## src/rtl/vecgrp_pkg.sv

```systemverilog
package vecgrp_pkg;

    localparam int unsigned WORD_W       = 32;
    localparam int unsigned MAX_GROUPS   = 8;
    localparam int unsigned EN_WORD_BASE = MAX_GROUPS;
    localparam int unsigned MAPPED_WORDS = 2 * MAX_GROUPS;

    typedef struct packed {
        logic [WORD_W-1:0] cause;
        logic [WORD_W-1:0] en;
        logic              irq;
    } grp_state_t;

    typedef struct packed {
        logic [WORD_W-1:0] rdata;
    } rd_state_t;

endpackage

```

## src/rtl/vecgrp_edge_detect.sv

```systemverilog
module vecgrp_edge_detect #(
    parameter int unsigned WIDTH = 256
) (
    input  logic             clk,
    input  logic             rst_n,
    input  logic [WIDTH-1:0] sig_in,
    output logic [WIDTH-1:0] rise
);

    logic [WIDTH-1:0] prev_d, prev_q;

    always_comb begin
        prev_d = sig_in;
        rise   = sig_in & ~prev_q;
    end

    always_ff @(posedge clk) begin
        if (!rst_n) prev_q <= '0;
        else        prev_q <= prev_d;
    end

    // A level held high gives one rise only
    assert_single_rise_R2: assert property (@(posedge clk) disable iff (!rst_n)
        ((rise & $past(sig_in)) == '0));

endmodule

```

## src/rtl/vecgrp_group.sv

```systemverilog
module vecgrp_group
    import vecgrp_pkg::*;
(
    input  logic              clk,
    input  logic              rst_n,
    input  logic [WORD_W-1:0] rise,
    input  logic              wr_cause,
    input  logic              wr_en,
    input  logic [WORD_W-1:0] wdata,
    output logic [WORD_W-1:0] cause,
    output logic [WORD_W-1:0] enable,
    output logic              irq
);

    grp_state_t st_d, st_q;

    always_comb begin
        st_d = st_q;
        if (wr_cause) st_d.cause = st_q.cause & ~wdata;
        st_d.cause = st_d.cause | rise;
        if (wr_en) st_d.en = wdata;
        st_d.irq = |(st_q.cause & st_q.en);
    end

    always_ff @(posedge clk) begin
        if (!rst_n) st_q <= '0;
        else        st_q <= st_d;
    end

    assign cause  = st_q.cause;
    assign enable = st_q.en;
    assign irq    = st_q.irq;

    assert_rise_sets_R2: assert property (@(posedge clk) disable iff (!rst_n)
        (|rise) |=> ((cause & $past(rise)) == $past(rise)));

    assert_clear_on_w1c_R3: assert property (@(posedge clk) disable iff (!rst_n)
        wr_cause |=> ((cause & $past(wdata & ~rise)) == '0));

    assert_hold_without_ack_R3: assert property (@(posedge clk) disable iff (!rst_n)
        !wr_cause |=> (($past(cause) & ~cause) == '0));

    assert_set_beats_clear_R4: assert property (@(posedge clk) disable iff (!rst_n)
        (wr_cause && ((wdata & rise) != '0)) |=> ((cause & $past(wdata & rise)) == $past(wdata & rise)));

    assert_enable_load_R5: assert property (@(posedge clk) disable iff (!rst_n)
        wr_en |=> (enable == $past(wdata)));

    assert_enable_hold_R5: assert property (@(posedge clk) disable iff (!rst_n)
        !wr_en |=> $stable(enable));

    assert_irq_follows_R6: assert property (@(posedge clk) disable iff (!rst_n)
        ((cause & enable) != '0) |=> irq);

    assert_irq_drops_R6: assert property (@(posedge clk) disable iff (!rst_n)
        ((cause & enable) == '0) |=> !irq);

endmodule

```

## src/rtl/vecgrp_regif.sv

```systemverilog
module vecgrp_regif
    import vecgrp_pkg::*;
#(
    parameter int unsigned NUM_GROUPS = 8,
    parameter int unsigned ADDR_W     = 8
) (
    input  logic                         clk,
    input  logic                         rst_n,
    input  logic                         wr,
    input  logic                         rd,
    input  logic [ADDR_W-1:0]            addr,
    input  logic [NUM_GROUPS*WORD_W-1:0] cause_flat,
    input  logic [NUM_GROUPS*WORD_W-1:0] en_flat,
    output logic [NUM_GROUPS-1:0]        wr_cause,
    output logic [NUM_GROUPS-1:0]        wr_en,
    output logic [WORD_W-1:0]            rdata
);

    localparam int unsigned IDX_W = ADDR_W - 2;

    rd_state_t         rs_d, rs_q;
    logic [IDX_W-1:0]  idx;
    logic              aligned;
    logic [WORD_W-1:0] rd_word;

    always_comb begin
        idx      = addr[ADDR_W-1:2];
        aligned  = (addr[1:0] == 2'b00);
        wr_cause = '0;
        wr_en    = '0;
        rd_word  = '0;
        for (int g = 0; g < NUM_GROUPS; g++) begin
            if (aligned && idx == IDX_W'(g)) begin
                wr_cause[g] = wr;
                rd_word     = cause_flat[g*WORD_W +: WORD_W];
            end
            if (aligned && idx == IDX_W'(EN_WORD_BASE + g)) begin
                wr_en[g] = wr;
                rd_word  = en_flat[g*WORD_W +: WORD_W];
            end
        end
        rs_d = rs_q;
        if (rd) rs_d.rdata = rd_word;
    end

    always_ff @(posedge clk) begin
        if (!rst_n) rs_q <= '0;
        else        rs_q <= rs_d;
    end

    assign rdata = rs_q.rdata;

    assert_unmapped_read_zero_R8: assert property (@(posedge clk) disable iff (!rst_n)
        (rd && (addr[1:0] != 2'b00 || addr[ADDR_W-1:2] >= IDX_W'(MAPPED_WORDS))) |=> (rdata == '0));

    assert_unmapped_write_no_strobe_R8: assert property (@(posedge clk) disable iff (!rst_n)
        (wr && addr[1:0] != 2'b00) |-> (wr_cause == '0 && wr_en == '0));

    assert_rdata_hold_R9: assert property (@(posedge clk) disable iff (!rst_n)
        !rd |=> $stable(rdata));

endmodule

```

## src/rtl/vecgrp_irq_ctrl.sv

```systemverilog
module vecgrp_irq_ctrl
    import vecgrp_pkg::*;
#(
    parameter int unsigned NUM_GROUPS = 8,
    parameter int unsigned ADDR_W     = 8
) (
    input  logic                         clk,
    input  logic                         rst_n,
    input  logic [NUM_GROUPS*WORD_W-1:0] vec_in,
    input  logic                         cfg_wr_en,
    input  logic                         cfg_rd_en,
    input  logic [ADDR_W-1:0]            cfg_addr,
    input  logic [WORD_W-1:0]            cfg_wdata,
    output logic [WORD_W-1:0]            cfg_rdata,
    output logic [NUM_GROUPS-1:0]        parent_irq
);

    localparam int unsigned NUM_VEC = NUM_GROUPS * WORD_W;

    logic [NUM_VEC-1:0]    rise;
    logic [NUM_VEC-1:0]    cause_flat;
    logic [NUM_VEC-1:0]    en_flat;
    logic [NUM_GROUPS-1:0] wr_cause;
    logic [NUM_GROUPS-1:0] wr_en;

    vecgrp_edge_detect #(.WIDTH(NUM_VEC)) u_edge (
        .clk    (clk),
        .rst_n  (rst_n),
        .sig_in (vec_in),
        .rise   (rise)
    );

    vecgrp_regif #(.NUM_GROUPS(NUM_GROUPS), .ADDR_W(ADDR_W)) u_regif (
        .clk        (clk),
        .rst_n      (rst_n),
        .wr         (cfg_wr_en),
        .rd         (cfg_rd_en),
        .addr       (cfg_addr),
        .cause_flat (cause_flat),
        .en_flat    (en_flat),
        .wr_cause   (wr_cause),
        .wr_en      (wr_en),
        .rdata      (cfg_rdata)
    );

    for (genvar g = 0; g < NUM_GROUPS; g++) begin : g_grp
        vecgrp_group u_grp (
            .clk      (clk),
            .rst_n    (rst_n),
            .rise     (rise[g*WORD_W +: WORD_W]),
            .wr_cause (wr_cause[g]),
            .wr_en    (wr_en[g]),
            .wdata    (cfg_wdata),
            .cause    (cause_flat[g*WORD_W +: WORD_W]),
            .enable   (en_flat[g*WORD_W +: WORD_W]),
            .irq      (parent_irq[g])
        );
    end

    assert_reset_quiet_R7: assert property (@(posedge clk)
        !rst_n |=> (parent_irq == '0 && cfg_rdata == '0));

endmodule

```

## config.mk

```make
export PLATFORM = sky130hd
export DESIGN_NAME = vecgrp_irq_ctrl
export DESIGN_NICKNAME = d
export VERILOG_FILES = /design/src/rtl/vecgrp_pkg.sv /design/src/rtl/vecgrp_edge_detect.sv /design/src/rtl/vecgrp_group.sv /design/src/rtl/vecgrp_regif.sv /design/src/rtl/vecgrp_irq_ctrl.sv
export SDC_FILE = /design/constraint.sdc
export NUM_CORES = 2
export LEC_CHECK = 0
export BUFFER_PORTS_ARGS = -buffer_cell sky130_fd_sc_hd__buf_2
export CORE_MARGIN = 10
export CORE_UTILIZATION = 40
export CTS_BUF_LIST = sky130_fd_sc_hd__clkbuf_4 sky130_fd_sc_hd__clkbuf_8 sky130_fd_sc_hd__clkbuf_16
export DETAILED_ROUTE_END_ITERATION = 10
export PLACE_DENSITY = 0.6
export SLEW_MARGIN = 40
export SYNTH_ARGS = -nofsm -noshare
export SYNTH_HDL_FRONTEND = slang
export SYNTH_SLANG_ARGS = --single-unit
```

## constraint.sdc

```tcl
create_clock -name clk -period 5.1 [get_ports clk]
set_input_delay 1.02 -clock clk [delete_from_list [all_inputs] [get_ports clk]]
set_output_delay 1.02 -clock clk [all_outputs]
set_load 0.1 [all_outputs]
```

==> flow_summary.ini <==
[clock_tree]
cts_buffers = 89
cts_root_buffer = clkbuf_16
clk_pin_slew_ns = 0.06
cts_tree = done
clockBufferDepth = 3
cts_setup_buffers = 0
post_cts_resized = 0
htreeDepth = 3
insertion_delay_ns = 0.69
cts_sinks = 808
postCtsHoldBufs = 0

[floorplan]
core_area_mm2 = 0.0872
dieArea_mm2 = 0.101
die_w_um = 317
io_pins = 340
start_util = 0.406
fp.dieH_um = 317
rows = 108

[critical_path]
slowest_stage = nor2_1
crit_chain = buf_4 > buf_12 > or3b_2 > nor2_1 > a21oi_1 > a211oi_1 > o221ai_1 > a31oi_1
critPathTopFamily = simple AND/OR/NAND/NOR gates
slowest_delay_ns = 0.74
critPathKind = input pin to flip-flop
cp.arrival_ns = 4.41
required_ns = 5.70
cp_num_buf_inv = 2
cp-start-kind = input pin
cp-end-kind = flip-flop
worstPathMaxFanout = 49

[layout]
post-route-util = 0.473
drive_gt1_frac = 0.142
fin_nets = 4739
mostFrequentLayoutCell = nand2_1
mostFrequentLayoutCells = nand2_1, dfxtp_1, nor2b_1
syn_to_final_growth_pct = 16.6
fin_cells = 5669

[sta]
slew_violations = 0
relSlewSlack = 0.357
period_minus_slack_ns = 3.82
setup_violations = 0
fin_tns_setup_ns = 0
post-route-period-util = 0.748
hold_violations = 0
fmax_ghz = 0.262
rsz0062_at_grt = no
worst_pin_slew_ns = 0.964
fin_skew_ns = 0.0256

[power]
sequentialPowerShare = 0.453
p_clk_frac = 0.462
switching_power_uw = 3960
combPwrFrac = 0.085
swShare = 0.260
power_leakage_uw = 0.0151
total_power_uw = 15200
internal_power_uw = 11300
powerDensity_mw_per_mm2 = 370
ir_drop_uv = 285

[hold_path]
hp-class = flip-flop to flip-flop

[route]
vias = 33100
drtIter0Drc = 4209
wl_um = 167000
viasPerCell = 5.84
wl_per_cell_um = 29.5
drc = 0
ant_nets = 0
dr.pass1.iters = 5

[placed_design]
dpl.cell_count = 5502
dp_hpwl_um = 119000
port_buffers = 339
place.gp.congestion = 1.03

[synth]
ys_ff_latch = 808
yosysTopAreaCellShare = 0.458
synth-edff-count = 0
yosys_warnings = 0
syn_inst = 4265
synth_nets = 4565
synthArstFlopShare = 0
synth_area_leader_cell = dfxtp_1
synth_ff_type = dfxtp_1
ys_types = 75
avgSynthCellArea_um2 = 8.29
syn_area_mm2 = 0.0353
seq_area_frac_synth = 0.458
ys_top_cells_by_area = dfxtp_1, nor2b_1, nand2_1

[grt]
grt-ovfl-total = 0
grt_pass1_wl_um = 234000
grt_usage = 0.320
antenna_found_initial = 6
grt_max_degree = 175
first_global_vias = 31600

[job]
cap_viol_max_count = 0

[status]
outcome = completed
==> worst min-delay path, stage by stage (launching register included) <==
cell      delay [ns]
dfxtp_1         0.32
nand2_1         0.05
a21boi_0        0.06
==> power groups by stage <==
stage	Sequential [uW]	Clock, uW	Combinational (uW)
CTS	6880	7110	1270
finish	6900	7040	1300
detailed placement	7020	0	1260
global route	6900	7350	1370
floorplan	6900	0	677
global placement	7020	0	1250
==> path summary, 6_finish.rpt <==
path	slack, ns	end	startpoint	cells past startpoint
worst min register to register	0.48	g_grp[1].u_grp.enable[13]	g_grp[1].u_grp.enable[13]	2
worst max-delay path	1.28	u_regif.rdata[3]	cfg_addr[5]	8
worst max register to register	2.86	u_regif.rdata[15]	g_grp[0].u_grp.cause[15]	6
worst min-delay path	0.48	g_grp[1].u_grp.enable[13]	g_grp[1].u_grp.enable[13]	2
==> flip-flops by register name, indices dropped and copies added, names as in the netlist <==
register	count
g_grp.u_grp.cause	256
g_grp.u_grp.enable	256
g_grp.u_grp.irq	8
u_edge.prev_q	256
u_regif.rdata	32
==> layout make-up <==
cell class,instances,area [um^2]
Fill cell,8540,45900
Multi-Input combinational cell,3094,17700
Timing Repair Buffer,438,2630
Sequential cell,808,16200
Clock inverter,37,528
Inverter,8,31.3
Tap cell,1155,1450
Antenna cell,3,7.51
Clock buffer,126,2670
==> synth_stat cells, types with 4 or more instances <==
master / number
o21ai_0: 89
and3_1: 15
o211ai_1: 14
nand2_1: 861
nor3_1: 27
o22a_1: 6
buf_2: 55
o31a_1: 8
o221ai_1: 10
nor4_1: 6
a21boi_0: 248
and2_1: 264
clkbuf_1: 282
nor3_2: 6
o2bb2ai_1: 19
a22oi_1: 85
dfxtp_1: 808
o221a_2: 4
mux2_2: 6
a21boi_1: 11
a31oi_1: 14
nand2b_1: 9
buf_4: 8
o32ai_1: 8
o21a_1: 9
or3_1: 5
o31ai_1: 13
or2_2: 4
a21oi_1: 392
inv_1: 4
a221oi_1: 54
mux2i_1: 48
a22o_1: 45
nand4_1: 28
a221o_1: 10
buf_1: 8
nor2_1: 84
a32oi_1: 8
a2111oi_0: 5
nand3_1: 30
a211oi_1: 26
o22ai_1: 52
nor2b_1: 524
==> cells by family (layout without fill, tap and decap cells) <==
kind of cell,Yosys count,in the layout,share of synthesized area
mux,57,57,0.0174
buf+inv,363,609,0.0418
compound gates,1148,1148,0.215
simple gates,1889,1889,0.268
other cells,0,3,0
flops,808,808,0.458
==> metrics by stage <==
step | hold WS (ns) | area (um^2) | setup WS, ns
detailed placement | 0.469 | 38000 | 0.761
floorplan | 0.448 | 35300 | 2.23
global route | 0.496 | 41200 | 1.32
CTS | 0.477 | 41200 | 1.48
finish | 0.479 | 41200 | 1.28
global placement | 0.464 | 37900 | 0.795
==> routing by layer <==
layer / routed length, um / global-route usage / up-vias / part of all wire
met5: 42 / 0 / - / 0.00025
li1: - / - / 14900 / -
met1: 65500 / 0.402 / 15800 / 0.39
met4: 10900 / 0.187 / 6 / 0.066
met3: 15800 / 0.0687 / 491 / 0.095
met2: 74700 / 0.504 / 1920 / 0.45
Power figures use the tool's default switching activity.
